**src/rtl/slp_wake_pkg.sv**
```systemverilog
package slp_wake_pkg;

    typedef enum logic [1:0] {
        OSC_LP = 2'd0,
        OSC_XT = 2'd1,
        OSC_HS = 2'd2,
        OSC_RC = 2'd3
    } osc_mode_e;

    typedef enum logic [2:0] {
        ST_RUN   = 3'd0,
        ST_SLEEP = 3'd1,
        ST_OST   = 3'd2,
        ST_ALIGN = 3'd3,
        ST_DUMMY = 3'd4
    } pwr_state_e;

    typedef struct packed {
        pwr_state_e st;
        logic       to_b;
        logic       pd_b;
        logic       wdt_clr;
        logic       wdt_rst;
        logic       vec_ld;
        logic       resume;
    } ctl_s;

endpackage

```
**src/rtl/slp_wake_detect.sv**
```systemverilog
module slp_wake_detect #(
    parameter int unsigned N_SRC = 8
) (
    input  logic [N_SRC-1:0] irq_en,
    input  logic [N_SRC-1:0] irq_flag,
    output logic             wake_any
);
    logic [N_SRC-1:0] armed;

    for (genvar i = 0; i < N_SRC; i++) begin : g_src
        assign armed[i] = irq_en[i] & irq_flag[i];
    end

    assign wake_any = |armed;
endmodule

```
**src/rtl/slp_phase_gen.sv**
```systemverilog
module slp_phase_gen #(
    parameter int unsigned PHASES = 4,
    localparam int unsigned PW = (PHASES > 1) ? $clog2(PHASES) : 1
) (
    input  logic          clk,
    input  logic          rst_n,
    output logic [PW-1:0] phase,
    output logic          last
);
    localparam logic [PW-1:0] PH_LAST = PW'(PHASES - 1);

    logic [PW-1:0] ph_d, ph_q;

    always_comb begin
        ph_d = (ph_q == PH_LAST) ? '0 : ph_q + 1'b1;
    end

    always_ff @(posedge clk or negedge rst_n) begin
        if (!rst_n) ph_q <= '0;
        else        ph_q <= ph_d;
    end

    assign phase = ph_q;
    assign last  = (ph_q == PH_LAST);
endmodule

```
**src/rtl/slp_ost_counter.sv**
```systemverilog
module slp_ost_counter #(
    parameter int unsigned OST_CYCLES = 1024
) (
    input  logic clk,
    input  logic rst_n,
    input  logic count_en,
    output logic done
);
    localparam int unsigned CW = (OST_CYCLES > 1) ? $clog2(OST_CYCLES) : 1;
    localparam logic [CW-1:0] CNT_LAST = CW'(OST_CYCLES - 1);

    logic [CW-1:0] cnt_d, cnt_q;

    always_comb begin
        cnt_d = count_en ? cnt_q + 1'b1 : '0;
    end

    always_ff @(posedge clk or negedge rst_n) begin
        if (!rst_n) cnt_q <= '0;
        else        cnt_q <= cnt_d;
    end

    assign done = count_en && (cnt_q == CNT_LAST);
endmodule

```
**src/rtl/slp_wake_ctrl.sv**
```systemverilog
module slp_wake_ctrl
    import slp_wake_pkg::*;
#(
    parameter int unsigned N_SRC      = 8,
    parameter int unsigned OST_CYCLES = 1024,
    parameter int unsigned PHASES     = 4,
    parameter int unsigned AW         = 13,
    parameter logic [AW-1:0] VEC_ADDR = 13'h0004,
    localparam int unsigned PW = (PHASES > 1) ? $clog2(PHASES) : 1
) (
    input  logic             clk,
    input  logic             rst_n,
    input  logic             sleep_req,
    input  logic             clrwdt_req,
    input  logic             wdt_timeout,
    input  logic [N_SRC-1:0] irq_en,
    input  logic [N_SRC-1:0] irq_flag,
    input  logic             gie,
    input  logic [1:0]       osc_mode,
    output logic             to_bit,
    output logic             pd_bit,
    output logic             wdt_clr,
    output logic             wdt_reset_req,
    output logic             core_clk_en,
    output logic             dummy_cycle,
    output logic             vector_load,
    output logic [AW-1:0]    vec_addr,
    output logic             resume_inline,
    output logic             asleep,
    output logic [PW-1:0]    q_phase
);
    logic      wake_any;
    logic      ph_last;
    logic      ost_done;
    osc_mode_e osc;
    ctl_s      c_d, c_q;

    assign osc = osc_mode_e'(osc_mode);

    slp_wake_detect #(.N_SRC(N_SRC)) u_detect (
        .irq_en   (irq_en),
        .irq_flag (irq_flag),
        .wake_any (wake_any)
    );

    slp_phase_gen #(.PHASES(PHASES)) u_phase (
        .clk   (clk),
        .rst_n (rst_n),
        .phase (q_phase),
        .last  (ph_last)
    );

    slp_ost_counter #(.OST_CYCLES(OST_CYCLES)) u_ost (
        .clk      (clk),
        .rst_n    (rst_n),
        .count_en (c_q.st == ST_OST),
        .done     (ost_done)
    );

    always_comb begin
        c_d         = c_q;
        c_d.wdt_clr = clrwdt_req;
        c_d.wdt_rst = 1'b0;
        c_d.vec_ld  = 1'b0;
        c_d.resume  = 1'b0;
        if (wdt_timeout) c_d.to_b = 1'b0;

        unique case (c_q.st)
            ST_RUN: begin
                if (wdt_timeout) begin
                    c_d.wdt_rst = 1'b1;
                end else if (sleep_req && !wake_any) begin
                    c_d.st      = ST_SLEEP;
                    c_d.to_b    = 1'b1;
                    c_d.pd_b    = 1'b0;
                    c_d.wdt_clr = 1'b1;
                end
            end
            ST_SLEEP: begin
                if (wake_any || wdt_timeout) begin
                    c_d.st = (osc == OSC_RC) ? ST_ALIGN : ST_OST;
                end
            end
            ST_OST: begin
                if (ost_done) c_d.st = ST_ALIGN;
            end
            ST_ALIGN: begin
                if (ph_last) begin
                    c_d.st     = gie ? ST_DUMMY : ST_RUN;
                    c_d.resume = !gie;
                end
            end
            ST_DUMMY: begin
                if (ph_last) begin
                    c_d.st     = ST_RUN;
                    c_d.vec_ld = 1'b1;
                end
            end
            default: c_d.st = ST_RUN;
        endcase
    end

    always_ff @(posedge clk or negedge rst_n) begin
        if (!rst_n) begin
            c_q <= '{st: ST_RUN, to_b: 1'b1, pd_b: 1'b1, wdt_clr: 1'b0,
                     wdt_rst: 1'b0, vec_ld: 1'b0, resume: 1'b0};
        end else begin
            c_q <= c_d;
        end
    end

    assign to_bit        = c_q.to_b;
    assign pd_bit        = c_q.pd_b;
    assign wdt_clr       = c_q.wdt_clr;
    assign wdt_reset_req = c_q.wdt_rst;
    assign core_clk_en   = (c_q.st == ST_RUN) || (c_q.st == ST_DUMMY);
    assign dummy_cycle   = (c_q.st == ST_DUMMY);
    assign asleep        = (c_q.st == ST_SLEEP);
    assign vector_load   = c_q.vec_ld;
    assign vec_addr      = c_q.vec_ld ? VEC_ADDR : '0;
    assign resume_inline = c_q.resume;
endmodule

```
**config.mk**
```make
export PLATFORM = sky130hd
export DESIGN_NAME = slp_wake_ctrl
export DESIGN_NICKNAME = d
export VERILOG_FILES = /design/src/rtl/slp_wake_pkg.sv /design/src/rtl/slp_wake_detect.sv /design/src/rtl/slp_phase_gen.sv /design/src/rtl/slp_ost_counter.sv /design/src/rtl/slp_wake_ctrl.sv
export SDC_FILE = /design/constraint.sdc
export NUM_CORES = 1
export LEC_CHECK = 0
export BUFFER_PORTS_ARGS = -buffer_cell sky130_fd_sc_hd__buf_2
export CAP_MARGIN = 40
export CORE_ASPECT_RATIO = 1.5
export CORE_MARGIN = 4
export CORE_UTILIZATION = 49
export DETAILED_ROUTE_END_ITERATION = 6
export PLACE_DENSITY = 0.94
export RECOVER_POWER = 50
export SETUP_SLACK_MARGIN = 0.5
export SYNTH_ARGS = -nofsm -noshare
export SYNTH_HDL_FRONTEND = slang
export SYNTH_SLANG_ARGS = --single-unit
export TNS_END_PERCENT = 100
```
**constraint.sdc**
```tcl
create_clock -name clk -period 2.3 [get_ports clk]
set_input_delay 0.345 -clock clk [delete_from_list [all_inputs] [get_ports clk]]
set_output_delay 0.345 -clock clk [all_outputs]
set_load 0.03 [all_outputs]
```
==> impl_summary.txt, run 1 <==
----------------------------------------------------
[Outcome]
  Run status ... complete, no violations

[Power and ir drop]
  Total leakage power ... 0.639 nW
  Worst voltage drop across the vdd grid ... 0.489 mV
  Cell Pwr Density ... 773 mW/mm²
  Post-route total power ... 954 µW

[Synthesis]
  Post-synthesis async set-or-reset flop share ... 100%
  Distinct cells, synth ... 31
  Sequential share of the synthesized area ... 49.4%
  Yosys warning count ... 0
  Dominant register cell in the synthesized netlist ... sky130_fd_sc_hd__dfrtp_1
  Number of enable flip-flop cells after synthesis ... 0
  Cell Area, Synth ... 0.00107 mm²
  FF+latch count, synth ... 21
  Syn_area_per_cell ... 9.73 µm²
  Gate count after technology mapping ... 110

[Global routing]
  Global routing met3 resource utilization ... 1.92%
  Aggregate global-route resource usage ... 15.9%
  Met1 routing resource usage after global routing ... 18.9%
  First-pass GRT wire length ... 3560 µm
  Number of global-route vias before repair ... 869
  Met2 track demand over resource ... 26.7%
  Antenna violations before repair ... 0
  Gr ovfl total ... 0
  Pin count of the biggest net entering global routing ... 22
  GR peak layer ... met2

[Setup path]
  CP max stage cell ... sky130_fd_sc_hd__dfrtp_1
  Series of cell instances along the critical path ... nor2_1 > nand2_1 > inv_1 > buf_2
  Worst Path Class, Setup ... reg -> out
  Crit start category ... register
  Nature of the critical path endpoint ... output port
  Crit path arrival time ... 1320 ps
  R2R setup slack ... 800 ps
  Delay contributed by the slowest stage of the critical path ... 480 ps
  Required arrival time at the worst endpoint ... 1960 ps
  Worst flop-to-flop path endpoint ... c_q[6]
  Number of cells traversed by the worst register-to-register path ... 4
  Top fanout value on the critical path ... 10
  FF-to-FF Start ... c_q[6]

[STA]
  Worst setup skew after layout ... 8.45 ps
  Unrepaired setup endpoints after global routing ... no
  Tightest Pin Transition ... 1070 ps
  Number of endpoints failing setup at the final stage ... 0
  Final Critical Period ... 1670 ps
  Highest Clock Rate ... 600 MHz
  Worst-case headroom to the max-slew limit ... 28.4%
  TNS Setup ... 0 ps
  Count of endpoints failing hold in the final timing report ... 0
  Number of max-slew violations in the final report ... 0
  Share of the cycle needed by the critical path after routing ... 72.5%

[Die]
  I/O pin count ... 48
  Placeable core area ... 0.00205 mm²
  Starting Density ... 52.1%
  Die outline height ... 65.2 µm
  Die ar. ... 0.00301 mm²
  Core Rows ... 20
  Die Wd ... 46.2 µm

[Routing]
  Number of DRC markers in iteration 0 ... 15
  Via density per instance ... 5.04
  Post-detailed-route wirelength per cell ... 12.1 µm
  Number of DRC violations after detailed routing ... 0
  Vias ... 847
  Post-detailed-route count of antenna-violating nets ... 0
  Final Routed Wirelength ... 2040 µm
  Detailed-routing iteration count for the pre-antenna-repair pass ... 4

[Hold path]
  Min-delay worst type ... in -> reg
  Worst min-delay path startpoint ... gie
  Hold Path Depth ... 2
  Worst hold path endpoint ... resume_inline

[Clock tree]
  Clock-pin slew reported for the worst setup and hold paths after clock tree synthesis ... 100 ps
  Clock tree from TritonCTS ... yes
  Worst-skew pair later-pin latency ... 300 ps
  H-tree depth ... 1
  CTS Root Cell ... sky130_fd_sc_hd__clkbuf_4
  Post-CTS resize count ... 0
  Buffer count from post-CTS setup fixing ... 0
  Count of clock tree sinks ... 21
  Number of buffers inserted for hold repair after clock tree synthesis ... 1
  Maximum buffer depth of the clock tree ... 2
  TritonCTS Buffers ... 3

[Final layout]
  Area of the multi-input gates ... 453 µm²
  Nets ... 173
  Diode insertion count for antenna repair ... 0
  Fraction of layout cells with a size suffix above 1 ... 28.8%
  Final cell count without fillers ... 168
  Max reg flops ... 10
  Filler Cell Count ... 187
  Biggest register ... u_ost.cnt_q
  Sequential cell area ... 528 µm²
  Area growth from synthesis to layout ... 15.3%

[Placed design]
  GPL Wtd Cong ... 0.810
  DP Cell Count ... 163
  Count of port buffers added during placement ... 35
  HPWL after detailed placement ... 1690 µm

[Flow run]
  Maximum capacitance violations ... 0

----------------------------------------------------
## routing by layer
metal	vias to the layer above	part of all wire, %
met2	29	52
li1	418	-
met3	5	6.0
met5	-	0
met4	0	2.4
met1	395	39
## cells in the final DEF (no fill, tap or decap), types with 2 or more instances in the layout
cell | netlist | final
sky130_fd_sc_hd__clkbuf_1 | 0 | 2
sky130_fd_sc_hd__ha_1 | 2 | 2
sky130_fd_sc_hd__nand2_1 | 10 | 10
sky130_fd_sc_hd__nand2b_1 | 4 | 4
sky130_fd_sc_hd__nor2_1 | 12 | 12
sky130_fd_sc_hd__o21ai_0 | 5 | 5
sky130_fd_sc_hd__nand4b_1 | 2 | 2
sky130_fd_sc_hd__nand4_1 | 2 | 2
sky130_fd_sc_hd__a22oi_1 | 3 | 3
sky130_fd_sc_hd__nor3_1 | 1 | 2
sky130_fd_sc_hd__nand3_1 | 3 | 3
sky130_fd_sc_hd__buf_2 | 1 | 34
sky130_fd_sc_hd__dfrtp_1 | 19 | 19
sky130_fd_sc_hd__inv_1 | 4 | 4
sky130_fd_sc_hd__conb_1 | 1 | 12
sky130_fd_sc_hd__xor2_1 | 5 | 5
sky130_fd_sc_hd__dfstp_2 | 2 | 2
sky130_fd_sc_hd__clkbuf_4 | 0 | 3
sky130_fd_sc_hd__or3_1 | 2 | 2
sky130_fd_sc_hd__a21oi_1 | 5 | 5
sky130_fd_sc_hd__and3_1 | 2 | 2
## cell type report
cell class / instances / share of cell area [%]
flip-flops and latches: 21 / 42.8
multi-input cells: 81 / 36.7
repair buffers: 36 / 14.9
well taps: 22 / 2.23
clock buffers: 4 / 2.13
inverters: 4 / 1.22
## Yosys cell counts (3+ instances only)
library cell | n | share of area, %
sky130_fd_sc_hd__dfrtp_1 | 19 | 44
sky130_fd_sc_hd__nand2b_1 | 4 | 2.3
sky130_fd_sc_hd__nor2_1 | 12 | 4.2
sky130_fd_sc_hd__xor2_1 | 5 | 4.1
sky130_fd_sc_hd__inv_1 | 4 | 1.4
sky130_fd_sc_hd__a22oi_1 | 3 | 2.1
sky130_fd_sc_hd__buf_4 | 14 | 9.8
sky130_fd_sc_hd__a21oi_1 | 5 | 2.3
sky130_fd_sc_hd__nand3_1 | 3 | 1.4
sky130_fd_sc_hd__o21ai_0 | 5 | 2.3
sky130_fd_sc_hd__nand2_1 | 10 | 3.5
## power by group
part,internal [mW],switching (mW),leakage [nW]
combinational,0.110,0.205,0.351
clock,0.0676,0.101,0.0150
sequential,0.414,0.0567,0.274
total,0.592,0.362,0.639
## critical path, delay by kind of cell, from the launching register on
kind / cells / cell delay, ps
buffers and inverters: 2 / 240
DFF: 1 / 480
and+or+nand+nor: 2 / 310
## how the worst max path moves through the flow
stage | startpoint | endpoint | slack (ps)
6_report | c_q[7] | dummy_cycle | 630
3_3_place_gp | c_q[6] | c_q[6] | 890
3_5_place_dp | c_q[6] | c_q[6] | 810
2_1_floorplan | c_q[7] | dummy_cycle | 640
4_1_cts | c_q[7] | dummy_cycle | 610
5_1_grt | c_q[7] | dummy_cycle | 540
## metrics by stage
stage                     setup slack [ps]  hold WS, ps  cell area, µm²  utilization, %
after floorplan                        639         49.4            1110               -
after detailed placement               810          313            1200            58.7
final                                  632          201            1230            60.1
after CTS                              613          183            1240            60.4
after global placement                 891          308            1200            58.7
after global routing                   538          196            1230            60.1
## kinds of logic after synthesis
| kind of cell | after synthesis | share of synthesized area, % |
|---|---|---|
| flip-flops | 21 | 49.4 |
| adder cells (fa/ha/maj) | 2 | 2.34 |
| XOR/XNOR | 6 | 4.91 |
| AO/OA/AOI/OAI | 16 | 8.89 |
| buffers and inverters | 19 | 11.7 |
| AND/OR/NAND/NOR | 45 | 22.5 |
| other | 1 | 0.351 |
Power figures use the tool's default switching activity.
==> inputs of run 2 (changes only) <==
- ABC_AREA: unset -> 1
- CORE_UTILIZATION: 49 -> 47
- PLACE_DENSITY: 0.94 -> 0.9
- clock period: 2.3 -> 1.6 ns (I/O delays scaled with it)
==> run 2 against run 1 <==
- final area increased by 48%
- hold slack got worse by 110 ps
- via count grew 57%
- total power grew 6.6%
- first-iteration DRC count grew to 4.7 times the previous value
- critical path depth increased by 3
- wire length rose by 130%
- register-to-register slack worse by 700 ps
==> impl_summary.txt, run 2 <==
----------------------------------------------------
[STA]
  Worst setup skew after layout ... 12.9 ps (was 8.45 ps)
  Share of the cycle needed by the critical path after routing ... 93.8%
  Highest Clock Rate ... 666 MHz
  Number of endpoints failing setup at the final stage ... 0 (unchanged)
  Final Critical Period ... 1500 ps
  Number of max-slew violations in the final report ... 0 (unchanged)
  Count of endpoints failing hold in the final timing report ... 0 (unchanged)
  Unrepaired setup endpoints after global routing ... yes (was no)
  TNS Setup ... 0 ps (unchanged)

[Global routing]
  First-pass GRT wire length ... 5400 µm (was 3560 µm)
  Antenna violations before repair ... 0 (unchanged)
  Number of global-route vias before repair ... 1181 (was 869)
  Gr ovfl total ... 0 (unchanged)
  Aggregate global-route resource usage ... 21.2% (was 15.9%)
  Pin count of the biggest net entering global routing ... 22 (unchanged)

[Die]
  I/O pin count ... 48 (unchanged)
  Die ar. ... 0.00332 mm² (was 0.00301 mm²)
  Placeable core area ... 0.00229 mm² (was 0.00205 mm²)
  Die outline height ... 68.5 µm (was 65.2 µm)
  Die Wd ... 48.4 µm (was 46.2 µm)
  Starting Density ... 50.2% (was 52.1%)
  Core Rows ... 21 (was 20)

[Synthesis]
  Sequential share of the synthesized area ... 46.0% (was 49.4%)
  Synth area leader ... sky130_fd_sc_hd__dfrtp_1 (unchanged)
  Yosys warning count ... 0 (unchanged)
  Distinct cells, synth ... 23 (was 31)
  Portion of synthesized cell area occupied by the leading cell type ... 41.4% (was 44.4%)
  Largest cells by area after synthesis ... sky130_fd_sc_hd__dfrtp_1 (41%), sky130_fd_sc_hd__nand2_1 (11%), sky130_fd_sc_hd__buf_4 (8.5%) (was sky130_fd_sc_hd__dfrtp_1 (44%), sky130_fd_sc_hd__buf_4 (9.8%), sky130_fd_sc_hd__dfstp_2 (4.9%))
  Post-synthesis async set-or-reset flop share ... 100% (unchanged)
  Most frequent cells after synthesis ... sky130_fd_sc_hd__nand2_1 (34), sky130_fd_sc_hd__dfrtp_1 (19), sky130_fd_sc_hd__inv_1 (18) (was sky130_fd_sc_hd__dfrtp_1 (19), sky130_fd_sc_hd__buf_4 (14), sky130_fd_sc_hd__nor2_1 (12))
  Syn_area_per_cell ... 7.92 µm² (was 9.73 µm²)
  Dominant register cell in the synthesized netlist ... sky130_fd_sc_hd__dfrtp_1 (unchanged)
  Number of enable flip-flop cells after synthesis ... 0 (unchanged)
  Gate count after technology mapping ... 145 (was 110)
  Count leader, synth ... sky130_fd_sc_hd__nand2_1 (was sky130_fd_sc_hd__dfrtp_1)
  Cell Area, Synth ... 0.00115 mm² (was 0.00107 mm²)
  FF+latch count, synth ... 21 (unchanged)

[Final layout]
  Max reg flops ... 10 (unchanged)
  Diode insertion count for antenna repair ... 0 (unchanged)
  Final cell count without fillers ... 236 (was 168)
  Leading cell types in the layout, fill and taps excluded ... sky130_fd_sc_hd__nand2_1 (27), sky130_fd_sc_hd__buf_2 (24), sky130_fd_sc_hd__buf_4 (21) (was sky130_fd_sc_hd__buf_2 (34), sky130_fd_sc_hd__dfrtp_1 (19), sky130_fd_sc_hd__nor2_1 (12), sky130_fd_sc_hd__conb_1 (12), sky130_fd_sc_hd__nand2_1 (10))
  Biggest register ... u_ost.cnt_q (unchanged)
  Nets ... 240 (was 173)
  Fraction of layout cells with a size suffix above 1 ... 53.5% (was 28.8%)
  Utilization of the core after routing ... 79.7% (was 60.1%)
  Area growth from synthesis to layout ... 58.7% (was 15.3%)
  Leading cell type in the layout, fill and taps excluded ... sky130_fd_sc_hd__nand2_1 (was sky130_fd_sc_hd__buf_2)

[Setup path]
  Series of cell instances along the critical path ... ha_2 > nand2_2 > nor2_4 > nand4_1 > nand2_2 > nand4_1 > nand2_1 (was nor2_1 > nand2_1 > inv_1 > buf_2)
  Top fanout value on the critical path ... 4 (was 10)
  Crit start category ... register (unchanged)
  Family with the most delay on the worst path ... simple AND/OR/NAND/NOR gates (was flip-flops)
  Crit path arrival time ... 1750 ps (was 1320 ps)
  Nature of the critical path endpoint ... register (was output port)
  Worst Path Class, Setup ... reg -> reg (was reg -> out)
  CP max stage cell ... sky130_fd_sc_hd__dfrtp_1 (unchanged)
  Delay contributed by the slowest stage of the critical path ... 420 ps (was 480 ps)
  Critical path buffer and inverter count ... 0 (was 2)
  Required arrival time at the worst endpoint ... 1850 ps (was 1960 ps)

[Power and ir drop]
  Post-route total power ... 1.02 mW (was 954 µW)
  Cell Pwr Density ... 558 mW/mm² (was 773 mW/mm²)
  Total leakage power ... 0.928 nW (was 0.639 nW)
  Worst voltage drop across the vdd grid ... 0.750 mV (was 0.489 mV)

[Clock tree]
  Worst-skew pair later-pin latency ... 330 ps (was 300 ps)
  Clock tree from TritonCTS ... yes (unchanged)
  CTS Root Cell ... sky130_fd_sc_hd__clkbuf_4 (unchanged)
  TritonCTS Buffers ... 3 (unchanged)
  Count of clock tree sinks ... 21 (unchanged)
  H-tree depth ... 1 (unchanged)
  Maximum buffer depth of the clock tree ... 2 (unchanged)
  Clock-pin slew reported for the worst setup and hold paths after clock tree synthesis ... 130 ps (was 100 ps)

[Routing]
  Final Routed Wirelength ... 4740 µm (was 2040 µm)
  Post-detailed-route wirelength per cell ... 20.1 µm (was 12.1 µm)
  Vias ... 1330 (was 847)
  Detailed-routing iteration count for the pre-antenna-repair pass ... 5 (was 4)
  Post-detailed-route count of antenna-violating nets ... 0 (unchanged)
  Number of DRC violations after detailed routing ... 0 (unchanged)
  Via density per instance ... 5.64 (was 5.04)
  Number of DRC markers in iteration 0 ... 71 (was 15)

[Placed design]
  Count of port buffers added during placement ... 35 (unchanged)
  DP Cell Count ... 201 (was 163)
  GPL Wtd Cong ... 0.795 (was 0.810)
  HPWL after detailed placement ... 1780 µm (was 1690 µm)

[Hold path]
  Min-delay worst type ... in -> reg (unchanged)

[Outcome]
  Run status ... complete, no violations (unchanged)

[Flow run]
  Maximum capacitance violations ... 0 (unchanged)

----------------------------------------------------
run 2: cell types whose count changed after synthesis, moves of 3 or more:
cell                       before  now
sky130_fd_sc_hd__a22oi_1        3    0
sky130_fd_sc_hd__nand2b_1       4    0
sky130_fd_sc_hd__nor2_1        12   17
sky130_fd_sc_hd__inv_1          4   18
sky130_fd_sc_hd__nor2_2         0    3
sky130_fd_sc_hd__nand2_1       10   34
sky130_fd_sc_hd__xor2_1         5    2
sky130_fd_sc_hd__nand3_1        3    9
run 2: report_power, final:
| group | internal [mW] | total, mW | switching (mW) |
|---|---|---|---|
| Clock | 0.0938 | 0.273 | 0.179 |
| Combinational | 0.0644 | 0.187 | 0.123 |
| Sequential | 0.548 | 0.557 | 0.00943 |
| Total | 0.706 | 1.02 | 0.311 |
run 2: area by class of cell:
class                   instances  area, µm²
clock buffers                   3       22.5
clock inverters                 1       5.00
inverters                      19       81.3
fillers                       128        463
repair buffers                 66        498
multi-input cells             103        653
flip-flops and latches         21        534
well taps                      23       28.8
run 2: cells by family (layout without fill, tap and decap cells):
logic type	after synthesis	count (layout)	share of synthesized area, %
compound gates	13	13	5.99
simple gates	74	74	29.3
flops	21	21	46.0
xor+xnor	2	2	1.53
other cells	1	12	0.326
fa+ha+maj	2	2	2.18
buf+inv	32	89	14.7
run 2: repair_timing:
item                                    CTS  global route
pin swaps                                17            12
resized for setup                        49            32
endpoints found under the setup margin   24            29
setup buffers                            19            11
cloned                                    0             0
hold buffers                              1             0
hold endpoints to repair                 19             0
run 2: worst paths after layout:
kind | from | to | slack, ps | cells past startpoint
worst min register to register | u_phase.phase[0] | u_phase.phase[0] | 510 | 1
worst min-delay path | gie | resume_inline | 90 | 2
worst max register to register | u_ost.cnt_q[0] | c_q[7] | 100 | 7
worst max-delay path | u_ost.cnt_q[0] | c_q[7] | 100 | 7
min in group asynchronous | rst_n | u_ost.cnt_q[0] | 390 | 2
max in group asynchronous | rst_n | c_q[6] | 850 | 2
run 2: through the flow:
stage               hold WS, ps  setup WS, ps  cell area (µm²)
global placement            210           279             1310
CTS                        82.7           182             1650
finish                     92.1          99.1             1820
floorplan                 -55.6           352             1200
global route               82.1          25.0             1820
detailed placement          214           212             1310
run 2: routing by layer:
metal	part of all wire, %	track usage (%)	vias to the layer above
met3	11	6.02	36
li1	-	-	570
met4	7.3	9.69	0
met5	0	0	-
met1	32	23.8	600
met2	50	37.3	124
